**src/rtl/sram_mon_pkg.sv**
```systemverilog
package sram_mon_pkg;
  localparam int NCHK = 6;

  // Bit positions inside the violation flag word
  typedef enum int unsigned {
    CHK_PULSE = 0,
    CHK_CSW   = 1,
    CHK_SETUP = 2,
    CHK_RECOV = 3,
    CHK_CYCLE = 4,
    CHK_ADDR  = 5
  } chk_e;
endpackage

```
**src/rtl/sram_mon_sampler.sv**
```systemverilog
module sram_mon_sampler #(
  parameter int AW   = 19,
  parameter int DW   = 8,
  parameter int SYNC = 2
) (
  input  logic          clk,
  input  logic          rst,
  input  logic          cs_n,
  input  logic          we_n,
  input  logic          oe_n,
  input  logic [AW-1:0] addr,
  input  logic [DW-1:0] data,
  output logic          oe_low,
  output logic          cs_fall,
  output logic          win_open,
  output logic          win_close,
  output logic          addr_chg,
  output logic          data_chg
);
  localparam int W  = 3 + AW + DW;
  localparam int CS = W - 1;
  localparam int WE = W - 2;
  localparam int OE = W - 3;
  localparam logic [W-1:0] IDLE = {3'b111, {(AW + DW){1'b0}}};

  logic [W-1:0]            pins;
  logic [SYNC-1:0][W-1:0]  chain;
  logic [W-1:0]            cur, prv;
  logic                    act_c, act_p;

  assign pins = {cs_n, we_n, oe_n, addr, data};

  // Synchroniser chain followed by one history stage
  always_ff @(posedge clk) begin
    if (rst) begin
      chain <= {SYNC{IDLE}};
      prv   <= IDLE;
    end else begin
      chain[0] <= pins;
      for (int i = 1; i < SYNC; i++) chain[i] <= chain[i-1];
      prv <= chain[SYNC-1];
    end
  end

  assign cur   = chain[SYNC-1];
  assign act_c = ~cur[CS] & ~cur[WE];
  assign act_p = ~prv[CS] & ~prv[WE];

  assign oe_low    = ~cur[OE];
  assign cs_fall   = ~cur[CS] & prv[CS];
  assign win_open  = act_c & ~act_p;
  assign win_close = ~act_c & act_p;
  assign addr_chg  = cur[AW+DW-1:DW] != prv[AW+DW-1:DW];
  assign data_chg  = cur[DW-1:0] != prv[DW-1:0];
endmodule

```
**src/rtl/sram_mon_tracker.sv**
```systemverilog
module sram_mon_tracker #(
  parameter int TSW = 12
) (
  input  logic           clk,
  input  logic           rst,
  input  logic           cs_fall,
  input  logic           win_open,
  input  logic           win_close,
  input  logic           addr_chg,
  input  logic           data_chg,
  input  logic           oe_low,
  output logic           end_evt,
  output logic           close_evt,
  output logic           close_tail,
  output logic [TSW-1:0] pw_len,
  output logic [TSW-1:0] cs_len,
  output logic [TSW-1:0] setup_len,
  output logic [TSW-1:0] recov_len,
  output logic [TSW-1:0] cycle_len,
  output logic           oe_held,
  output logic           addr_moved
);
  logic [TSW-1:0] now, t_cs, t_dat, t_addr, t_start, t_open, t_end;
  logic           in_win, pend;

  assign close_evt  = pend & (addr_chg | win_open);
  assign close_tail = addr_chg;
  assign end_evt    = win_close;

  always_ff @(posedge clk) begin
    if (rst) begin
      now <= '0; t_cs <= '0; t_dat <= '0; t_addr <= '0;
      t_start <= '0; t_open <= '0; t_end <= '0;
      in_win <= 1'b0; pend <= 1'b0; oe_held <= 1'b0; addr_moved <= 1'b0;
    end else begin
      now <= now + 1'b1;
      if (cs_fall)  t_cs   <= now;
      if (data_chg) t_dat  <= now;
      if (addr_chg) t_addr <= now;
      if (win_open) begin
        in_win     <= 1'b1;
        t_start    <= now;
        t_open     <= t_addr;
        oe_held    <= oe_low;
        addr_moved <= 1'b0;
      end else if (win_close) begin
        in_win <= 1'b0;
        t_end  <= now;
      end else if (in_win) begin
        if (!oe_low)  oe_held    <= 1'b0;
        if (addr_chg) addr_moved <= 1'b1;
      end
      if (win_close)      pend <= 1'b1;
      else if (close_evt) pend <= 1'b0;
    end
  end

  assign pw_len    = now - t_start;
  assign cs_len    = now - t_cs;
  assign setup_len = now - t_dat;
  assign recov_len = now - t_end;
  assign cycle_len = now - t_open;
endmodule

```
**src/rtl/sram_mon_judge.sv**
```systemverilog
module sram_mon_judge
  import sram_mon_pkg::*;
#(
  parameter int TSW   = 12,
  parameter int CNTW  = 16,
  parameter int T_WP  = 40,
  parameter int T_CW  = 50,
  parameter int T_DW  = 25,
  parameter int T_WHZ = 20,
  parameter int T_WR  = 5,
  parameter int T_WC  = 55
) (
  input  logic            clk,
  input  logic            rst,
  input  logic            clear,
  input  logic            end_evt,
  input  logic            close_evt,
  input  logic            close_tail,
  input  logic [TSW-1:0]  pw_len,
  input  logic [TSW-1:0]  cs_len,
  input  logic [TSW-1:0]  setup_len,
  input  logic [TSW-1:0]  recov_len,
  input  logic [TSW-1:0]  cycle_len,
  input  logic            oe_held,
  input  logic            addr_moved,
  output logic [NCHK-1:0] flags,
  output logic            pulse,
  output logic [CNTW-1:0] count
);
  localparam logic [TSW-1:0] LIM_WP   = TSW'(T_WP);
  localparam logic [TSW-1:0] LIM_WPOE = TSW'(T_DW + T_WHZ);
  localparam logic [TSW-1:0] LIM_CW   = TSW'(T_CW);
  localparam logic [TSW-1:0] LIM_DW   = TSW'(T_DW);
  localparam logic [TSW-1:0] LIM_WR   = TSW'(T_WR);
  localparam logic [TSW-1:0] LIM_WC   = TSW'(T_WC);

  logic [NCHK-1:0] end_bits, tail_bits, pend_bits, close_bits;

  always_comb begin
    end_bits            = '0;
    end_bits[CHK_PULSE] = pw_len < (oe_held ? LIM_WPOE : LIM_WP);
    end_bits[CHK_CSW]   = cs_len < LIM_CW;
    end_bits[CHK_SETUP] = setup_len < LIM_DW;
    end_bits[CHK_ADDR]  = addr_moved;
    tail_bits           = '0;
    if (close_tail) begin
      tail_bits[CHK_RECOV] = recov_len < LIM_WR;
      tail_bits[CHK_CYCLE] = cycle_len < LIM_WC;
    end
    close_bits = pend_bits | tail_bits;
  end

  always_ff @(posedge clk) begin
    if (rst) begin
      pend_bits <= '0;
      flags     <= '0;
      pulse     <= 1'b0;
      count     <= '0;
    end else begin
      pulse <= 1'b0;
      if (end_evt) pend_bits <= end_bits;
      if (clear) begin
        flags <= '0;
        count <= '0;
      end else if (close_evt) begin
        flags <= flags | close_bits;
        pulse <= |close_bits;
        if (|close_bits && count != {CNTW{1'b1}}) count <= count + 1'b1;
      end
    end
  end
endmodule

```
**src/rtl/sram_write_monitor.sv**
```systemverilog
module sram_write_monitor
  import sram_mon_pkg::*;
#(
  parameter int AW    = 19,
  parameter int DW    = 8,
  parameter int SYNC  = 2,
  parameter int TSW   = 12,
  parameter int CNTW  = 16,
  parameter int T_WP  = 40,
  parameter int T_CW  = 50,
  parameter int T_DW  = 25,
  parameter int T_WHZ = 20,
  parameter int T_WR  = 5,
  parameter int T_WC  = 55
) (
  input  logic            clk,
  input  logic            rst,
  input  logic            clear,
  input  logic            cs_n,
  input  logic            we_n,
  input  logic            oe_n,
  input  logic [AW-1:0]   addr,
  input  logic [DW-1:0]   data,
  output logic [NCHK-1:0] viol_flags,
  output logic            viol_pulse,
  output logic [CNTW-1:0] viol_count
);
  logic           oe_low, cs_fall, win_open, win_close, addr_chg, data_chg;
  logic           end_evt, close_evt, close_tail, oe_held, addr_moved;
  logic [TSW-1:0] pw_len, cs_len, setup_len, recov_len, cycle_len;

  sram_mon_sampler #(.AW(AW), .DW(DW), .SYNC(SYNC)) u_smp (
    .clk(clk), .rst(rst), .cs_n(cs_n), .we_n(we_n), .oe_n(oe_n),
    .addr(addr), .data(data), .oe_low(oe_low), .cs_fall(cs_fall),
    .win_open(win_open), .win_close(win_close),
    .addr_chg(addr_chg), .data_chg(data_chg)
  );

  sram_mon_tracker #(.TSW(TSW)) u_trk (
    .clk(clk), .rst(rst), .cs_fall(cs_fall), .win_open(win_open),
    .win_close(win_close), .addr_chg(addr_chg), .data_chg(data_chg),
    .oe_low(oe_low), .end_evt(end_evt), .close_evt(close_evt),
    .close_tail(close_tail), .pw_len(pw_len), .cs_len(cs_len),
    .setup_len(setup_len), .recov_len(recov_len), .cycle_len(cycle_len),
    .oe_held(oe_held), .addr_moved(addr_moved)
  );

  sram_mon_judge #(
    .TSW(TSW), .CNTW(CNTW), .T_WP(T_WP), .T_CW(T_CW), .T_DW(T_DW),
    .T_WHZ(T_WHZ), .T_WR(T_WR), .T_WC(T_WC)
  ) u_jdg (
    .clk(clk), .rst(rst), .clear(clear), .end_evt(end_evt),
    .close_evt(close_evt), .close_tail(close_tail), .pw_len(pw_len),
    .cs_len(cs_len), .setup_len(setup_len), .recov_len(recov_len),
    .cycle_len(cycle_len), .oe_held(oe_held), .addr_moved(addr_moved),
    .flags(viol_flags), .pulse(viol_pulse), .count(viol_count)
  );
endmodule

```
**config.mk**
```make
export PLATFORM = sky130hd
export DESIGN_NAME = sram_write_monitor
export DESIGN_NICKNAME = d
export VERILOG_FILES = /design/src/rtl/sram_mon_pkg.sv /design/src/rtl/sram_mon_sampler.sv /design/src/rtl/sram_mon_tracker.sv /design/src/rtl/sram_mon_judge.sv /design/src/rtl/sram_write_monitor.sv
export SDC_FILE = /design/constraint.sdc
export NUM_CORES = 1
export LEC_CHECK = 0
export BUFFER_PORTS_ARGS = -buffer_cell sky130_fd_sc_hd__buf_2
export CORE_ASPECT_RATIO = 1.5
export CORE_MARGIN = 2
export CORE_UTILIZATION = 26
export CTS_CLUSTER_SIZE = 30
export DETAILED_ROUTE_END_ITERATION = 10
export PLACE_DENSITY = 0.41
export SLEW_MARGIN = 20
export SYNTH_ARGS = -nofsm -noshare
export SYNTH_HDL_FRONTEND = slang
export SYNTH_SLANG_ARGS = --single-unit
```
**constraint.sdc**
```tcl
create_clock -name clk -period 4.75 [get_ports clk]
set_input_delay 0.475 -clock clk [delete_from_list [all_inputs] [get_ports clk]]
set_output_delay 0.475 -clock clk [all_outputs]
set_load 0.03 [all_outputs]
```
# Word-level counts from Yosys, hierarchy flattened
# Index checks and enable logic that the tools add are counted.
[word_totals]
wordCells = 76
regBits = 205
[classes]
n_addsub = 7
eq_ne = 4
reduce_logical = 13
n_mux = 10
bitwise_logic = 19
n_lt_le_gt_ge = 5
[ops]
columns = ["op", "n"]
rows = [
  ["$sub A12 B12 Y12", 5],
  ["$lt A12 B6 Y1 const B", 2],
  ["$ne A19 B19 Y1", 1],
  ["$add A16 B1 Y16 const B", 1],
  ["$ne A16 B16 Y1 const B", 1],
  ["$add A12 B1 Y12 const B", 1],
  ["$lt A12 B12 Y1", 1],
  ["$lt A12 B3 Y1 const B", 1],
  ["$lt A12 B5 Y1 const B", 1],
  ["$not A1 Y1", 10],
  ["$mux W1", 8],
  ["$ne A8 B8 Y1", 1],
  ["$reduce_bool A2 Y1", 4],
  ["$and A1 B1 Y1", 6],
  ["$or A6 B5 Y6", 1],
  ["$or A6 B6 Y6", 1],
  ["$reduce_and A3 Y1", 2],
  ["$reduce_or A6 Y1", 1],
  ["$reduce_and A2 Y1", 2],
  ["$reduce_or A2 Y1", 2],
  ["$mux W3", 1],
  ["$reduce_or A3 Y1", 1],
  ["$mux W2", 1],
  ["$ne A2 B1 Y1 const B", 1],
  ["other kinds (2)", 2],
]

# Depth between registers and ports, before layout
# Gate-level depths: netlist (run 1).
[logic_depth]
depth_word = 8
mapped_depth = 15

# Cells and area by module
# A second synthesis (run 1) with hierarchy kept.
[unflattened]
cells_unflattened = 1085
hier_area_um2 = 9932.0
[by_module_without_submodules]
columns = ["mod", "cells_per_inst", "seq_area_each_um2", "n_inst", "area_each_um2"]
rows = [
  ["sram_mon_tracker", 691, 1761.7, 1, 5785.5],
  ["sram_mon_sampler", 228, 1781.7, 1, 2756.4],
  ["sram_mon_judge", 166, 540.5, 1, 1390.1],
]

# Worst setup path after synthesis (run 1)
# No wires, ideal clock.
[synth_path]
path_kind = "reg2reg"
start = "register u_trk.now[0]"
end = "register u_jdg.count[8]"
arrival_time_ps = 3511
setup_slack_ps = 1123
path_buffers = 2
stages_incl_launch_ff = 15
period_less_slack_ps = 3627
path_cell_list = "dfxtp_1 clkbuf_1 inv_1 ha_1 inv_1 fa_1 a21oi_2 nand3b_1 mux4_2 or4_1 or4_4 a31oi_4 buf_6 a31oi_1 a41o_1"
[synth_via]
elab_chain_cells = 7
elab_cells_between_ends = 9
cone_classes = "add/sub (2); order compare (2); mux (1); bitwise (1); reduce/logical (3)"
[synth_lines]
columns = ["element", "line_no", "source"]
rows = [
  ["from (decl)", "sram_mon_tracker.sv:23", "logic [TSW-1:0] now, t_cs, t_dat, t_addr, t_start, t_open, t_end;"],
  ["from (signal assigned)", "sram_mon_tracker.sv:36", "now <= now + 1'b1;"],
  ["$sub A12 B12 Y12 (on tied branches)", "sram_mon_tracker.sv:61, sram_mon_tracker.sv:62", ""],
  ["$lt A12 B3 Y1 / $lt A12 B6 Y1 (equally long branches)", "sram_mon_judge.sv:47, sram_mon_judge.sv:48", ""],
  ["$mux W2 (*)", "sram_mon_judge.sv:46", "if (close_tail) begin"],
  ["$or A6 B5 Y6 (*)", "sram_mon_judge.sv:50", "close_bits = pend_bits | tail_bits;"],
  ["$reduce_or A6 Y1 (*)", "sram_mon_judge.sv:68", "if (|close_bits && count != {CNTW{1'b1}}) count <= count + 1'b1;"],
  ["$logic_and A1 B1 Y1 (*)", "sram_mon_judge.sv:68", ""],
  ["$reduce_and A2 Y1 (no source line) (*)", "n/a", ""],
  ["to (signal assigned)", "sram_mon_judge.sv:68", ""],
  ["to (decl)", "sram_mon_judge.sv:28", "output logic [CNTW-1:0] count"],
]
# Every way passes the cells marked *; elsewhere a longest branch is shown, timed or not.
# A chain may end at the register's enable or synchronous reset.

# Final worst setup path (run 1)
[layout_path]
start = "register u_trk.now[0]"
end = "register u_jdg.count[13]"
# The elaborated chain is that of the path after synthesis.

==> out/results.txt, run 1 <==
Synth Instances = 1098
clk buf depth = 3
synthesized area = 0.00991 mm^2
Clock Latency Late Sink = 0.53 ns
min Tclk post-route = 4.10 ns
multi-input logic area = 0.00532 mm^2
worst stage delay on the critical path = 0.60 ns
sequential area share after synthesis = 0.412
Leakage = 0.00461 uW
WS Path Type = register to register
largest net degree at the start of global routing = 94
VDD IR max = 0.212 mV
CTS buffer count = 23
Hold Crit Depth = 2
Int Power = 2960 uW
number of global-route vias before repair = 7237
sw power = 934 uW
row cnt = 87
fill cell count = 4015
slew margin rel. = 0.362
DP Cell Count = 1608
area grow syn2layout = 16.0%
Die ar. = 0.0397 mm^2
hold buffer count at cts = 0
Seq pwr share = 0.453
first-pass GRT wire length = 37000 um
Post-DRT Antenna Nets = 0
I/O pin cnt = 56
CP Launch Type = register
Least-Margin Pin Slew = 0.957 ns
Die Wd = 163 um
GR Util All Layers = 0.115
DRC violations left = 0
share of the synthesized area in the top cell type = 0.412
post-synthesis async set-or-reset flop share = 0
worst min path class = input port to register
initial core utilization = 0.264
Clk pwr share = 0.469
Worst setup EP type = register
Slew Viols, Final = 0
Yosys reg bits = 204
first drt pass iteration count = 5
final wirelength = 22700 um
Seq. cell area = 0.00408 mm^2
antenna violations before repair = 0
Syn Nets = 1195
Syn. warnings = 0
gpl congestion = 0.784
worst r2r path cells = 12
CORE AREA = 0.0376 mm^2
final hold violations = 0
DR WL/cell = 13.7 um
input/output buffers = 55
Root Driver = clkbuf_16
Post-synth EDFFs = 0
top cells by area, synth = dfxtp_1, ha_1, mux2i_1, nor2b_1, nor2_1
clock-pin slew on the worst setup and hold paths = 0.06 ns
CP max stage cell = a31oi_4
critical path depth in cells = 12
Initial DRC Count = 254
layout cells sized above 1 = 0.121
maxcap violations = 0
vias = 7375
Comb power frac = 0.078
critical path arrival = 4.51 ns
design area = 0.0115 mm^2
postcts setup bufs = 0
setup TNS = 0 ns
Most common cell on crit path = inv_1
DIE HEIGHT = 243 um
average footprint of a synthesized cell = 9.02 um^2
gr ovfl total = 0
CP Max Fanout = 23
area leader, netlist = dfxtp_1
fmax = 244 MHz
Non-Filler Instances = 1650
H-tree depth = 1
Cell variety after synth = 74
WP data required = 5.16 ns
Setup Viol. Count Final = 0
Final period util = 0.863
vias per cell = 4.47
RSZ-0062 raised after global routing = no
n_diodes = 0
DP HPWL = 15700 um
Post-CTS Resized = 0
Final nets = 1241
Sw Ratio = 0.240
Area after DPL = 0.0107 mm^2
CTS tree = built
Layout Skew = 0.0152 ns
status = completed
Buf+Inv Stages, Crit Path = 2
worst path cell trace = inv_1 > ha_1 > inv_1 > fa_1 > a21oi_2 > nand3b_1 > mux4_2 > or4_1 > or4_4 > a31oi_4 > a211oi_1 > a31o_2
delay-heaviest family, CP = compound AO/OA/AOI/OAI gates
Most used DFF post-synth = dfxtp_1
PwrDens = 339 mW/mm^2
clock sink count = 204
[power by group through the flow]
stage	combinational, uW	clock, uW	sequential [uW]
4_1_cts	311	1910	1760
5_1_grt	344	1970	1770
3_5_place_dp	310	0	1800
2_1_floorplan	232	0	1800
3_3_place_gp	310	0	1800
6_report	304	1830	1760
[worst paths after layout]
kind	start	end	slack (ns)
min reg2reg	u_smp.chain[28]	u_smp.cur[28]	0.41
max reg2reg	u_trk.now[0]	u_jdg.count[13]	0.65
max	u_trk.now[0]	u_jdg.count[13]	0.65
min	cs_n	u_smp.chain[29]	0.13
[through the flow]
stage          hold WS (ns)   util  total power (uW)  setup WS, ns
2_1_floorplan         0.389      -              2030          1.12
3_3_place_gp          0.400  0.285              2110         0.708
3_5_place_dp          0.400  0.285              2110         0.665
4_1_cts              0.0980  0.306              3980         0.634
5_1_grt               0.114  0.306              4080         0.409
6_report              0.127  0.306              3900         0.650
[metal layers]
metal | track usage | vias up | share of wire
met3 | 0.0179 | 43 | 0.040
li1 | - | 3831 | -
met2 | 0.205 | 123 | 0.49
met4 | 0.0448 | 0 | 0.033
met5 | 0 | - | 0
met1 | 0.137 | 3378 | 0.44
[kinds of logic (layout without fill, tap and decap cells)]
group	after synthesis	in the layout	share of synthesized area
and+or+nand+nor	384	384	0.197
DFF	204	204	0.412
AOI/OAI and AO/OA	181	181	0.125
buffers and inverters	130	193	0.0510
muxes	72	72	0.0741
adders and majority gates	64	64	0.0846
xor gates and xnor gates	63	63	0.0557
[worst register-to-register path: stages, from the launching register on]
cell	delay, ns
dfxtp_1	0.40
inv_1	0.19
ha_1	0.19
inv_1	0.05
fa_1	0.41
a21oi_2	0.23
nand3b_1	0.10
mux4_2	0.44
or4_1	0.42
or4_4	0.55
a31oi_4	0.60
a211oi_1	0.16
a31o_2	0.24
[final cells by class]
cell class | count | share of cell area
Timing Repair Buffer | 71 | 0.0349
Tap cell | 489 | 0.0532
Inverter | 80 | 0.0261
Clock buffer | 31 | 0.0562
Clock inverter | 11 | 0.0113
Multi-Input combinational cell | 764 | 0.463
Sequential cell | 204 | 0.355
[cells in the mapped netlist (all sizes together) (3+ instances only)]
cell,number
a2111oi,5
a211oi,6
a21boi,3
a21o,18
a21oi,60
a311oi,5
a31o,9
a31oi,7
a41o,4
and2,3
and3,10
and4,3
buf,8
clkbuf,42
dfxtp,204
fa,5
ha,59
inv,80
mux2i,70
nand2,50
nand2b,13
nand3,22
nand3b,4
nand4,11
nor2,123
nor2b,93
nor3,15
nor4,6
o211ai,4
o21a,3
o21ai,26
o22ai,3
o31ai,4
or2,16
or3,7
or4,3
xnor2,34
xor2,29
[cells in the final DEF, fill, tap and decap left out, drive strengths merged, types with 5 or more instances in the layout]
master and n:
nand4 11, nand2b 13, a2111oi 5, nor4 6, ha 59, nand2 50
fa 5, o21ai 26, xor2 29, clkinv 5, a311oi 5, or3 7
nor3 15, or2 16, inv 83, nor2b 93, xnor2 34, dfxtp 204
nor2 123, nand3 22, buf 71, clkbuf 31, a21o 18, a31oi 7
mux2i 70, a31o 9, a21oi 60, and3 10, a211oi 6
[sequential cells by signal (all words and copies together) (netlist names), 4 cells and up]
name and cells:
u_smp.prv 29, u_jdg.flags 6, u_trk.t_cs 12, u_trk.now 12, u_smp.chain 30, u_trk.t_dat 12, u_jdg.pend_bits 4, u_trk.t_start 12
u_trk.t_open 12, u_trk.t_end 12, u_trk.t_addr 12, u_smp.cur 30, u_jdg.count 16
(Power assumes the default switching activity.)
==> run 2, diff against run 1 <==
--- a/config.mk
+++ b/config.mk
@@ -7,7 +7,7 @@
 export LEC_CHECK = 0
 export BUFFER_PORTS_ARGS = -buffer_cell sky130_fd_sc_hd__buf_2
 export CORE_ASPECT_RATIO = 1.5
-export CORE_MARGIN = 2
+export CORE_MARGIN = 8
 export CORE_UTILIZATION = 26
 export CTS_CLUSTER_SIZE = 30
 export DETAILED_ROUTE_END_ITERATION = 10
==> out/results.txt, run 2 (same netlist as run 1, synthesis figures left out) <==
first drt pass iteration count = 4
clock sink count = 204
I/O pin cnt = 56
clk buf depth = 3
H-tree depth = 1
DP Cell Count = 1609
number of global-route vias before repair = 7392
worst min path class = input port to register
Seq. cell area = 0.00408 mm^2
maxcap violations = 0
DP HPWL = 16100 um
slew margin rel. = 0.340
Initial DRC Count = 251
first-pass GRT wire length = 37100 um
DRC violations left = 0
setup TNS = 0 ns
gpl congestion = 0.806
Reg2Reg Capture Point = u_jdg.count[13]
area grow syn2layout = 16.7%
Clock Latency Late Sink = 0.52 ns
Top Usage Layer GRT = met2
Worst setup EP type = register
largest net degree at the start of global routing = 65
postcts setup bufs = 0
min Tclk post-route = 4.17 ns
reg2reg start = u_trk.now[0]
most frequent cells in the layout = dfxtp_1, nor2_1, nor2b_1, inv_1, mux2i_1
Hold Path Sink = u_smp.chain[28]
PwrDens = 345 mW/mm^2
Non-Filler Instances = 1652
CTS buffer count = 24
Least-Margin Pin Slew = 0.988 ns
fill cell count = 3960
fmax = 240 MHz
DR WL/cell = 13.8 um
gr ovfl total = 0
vias = 7382
row cnt = 87
DIE HEIGHT = 255 um
GR Util All Layers = 0.100
multi-input logic area = 0.00532 mm^2
WS Path Type = register to register
Post-CTS Resized = 0
Pwr Total = 3990 uW
Layout Skew = 0.0102 ns
hold buffer count at cts = 0
WP data required = 5.17 ns
critical path arrival = 4.59 ns
RSZ-0062 raised after global routing = no
routing usage on met3 = 0.0187
Final period util = 0.879
input/output buffers = 55
final wirelength = 22700 um
GR Util met1 = 0.115
flop-to-flop setup slack = 0.58 ns
Setup Viol. Count Final = 0
Leakage = 0.00464 uW
Post-DRT Antenna Nets = 0
status = completed
n_diodes = 0
hold path start = we_n
clock-pin slew on the worst setup and hold paths = 0.06 ns
Root Driver = clkbuf_16
final hold violations = 0
Setup crit start = u_trk.now[0]
worst r2r path cells = 12
CORE AREA = 0.0376 mm^2
VDD IR max = 0.239 mV
layout cells sized above 1 = 0.122
Die ar. = 0.0447 mm^2
Die Wd = 175 um
antenna violations before repair = 0
Final nets = 1243
Hold Crit Depth = 2
Slew Viols, Final = 0
met2 usage = 0.182
most common cell after layout, fill and taps aside = dfxtp_1
CP Max Fanout = 23
vias per cell = 4.47
initial core utilization = 0.264
CP Launch Type = register
CTS tree = built
-- run 2: worst max path at each step --
| stage | to | slack [ns] | cells past startpoint |
|---|---|---|---|
| after detailed placement | u_jdg.count[13] | 0.58 | 12 |
| after global routing | u_jdg.count[13] | 0.39 | 12 |
| after floorplan | u_jdg.count[8] | 1.12 | 14 |
| final | u_jdg.count[13] | 0.58 | 12 |
| after CTS | u_jdg.count[13] | 0.58 | 12 |
| after global placement | u_jdg.count[13] | 0.67 | 12 |
-- run 2: routing by layer --
metal  wire (um)  part of all wire  vias up
li1            -                 -     3827
met1       10200              0.45     3397
met2       11100              0.49      120
met3         893             0.039       38
met4         617             0.027        0
met5           0                 0        -
-- run 2: layout make-up --
type	instances	share of cell area
multi-input cells	764	0.460
clock inverters	7	0.00801
repair buffers	72	0.0354
flip-flops and latches	204	0.353
inverters	80	0.0260
clock buffers	36	0.0646
well taps	489	0.0529
-- run 2: worst max-delay path, stage by stage, from the launching register on --
cell	delay, ns
dfxtp_1	0.40
inv_1	0.19
ha_1	0.19
inv_1	0.05
fa_1	0.41
a21oi_2	0.23
nand3b_1	0.10
mux4_2	0.46
or4_1	0.43
or4_4	0.55
a31oi_4	0.63
a211oi_1	0.17
a31o_2	0.25
-- run 2: report_power, final --
part	internal (uW)	switching (uW)	total (uW)
Combinational	141	161	302
Clock	1190	736	1930
Sequential	1750	17.8	1770
-- run 2: per-stage QoR --
stage | instance area [um^2] | hold WS (ns) | setup slack, ns | util
after CTS | 11600 | 0.108 | 0.584 | 0.308
final | 11600 | 0.146 | 0.577 | 0.308
after global placement | 10700 | 0.405 | 0.669 | 0.286
after floorplan | 9910 | 0.389 | 1.12 | -
after detailed placement | 10700 | 0.399 | 0.582 | 0.286
after global routing | 11600 | 0.115 | 0.390 | 0.308
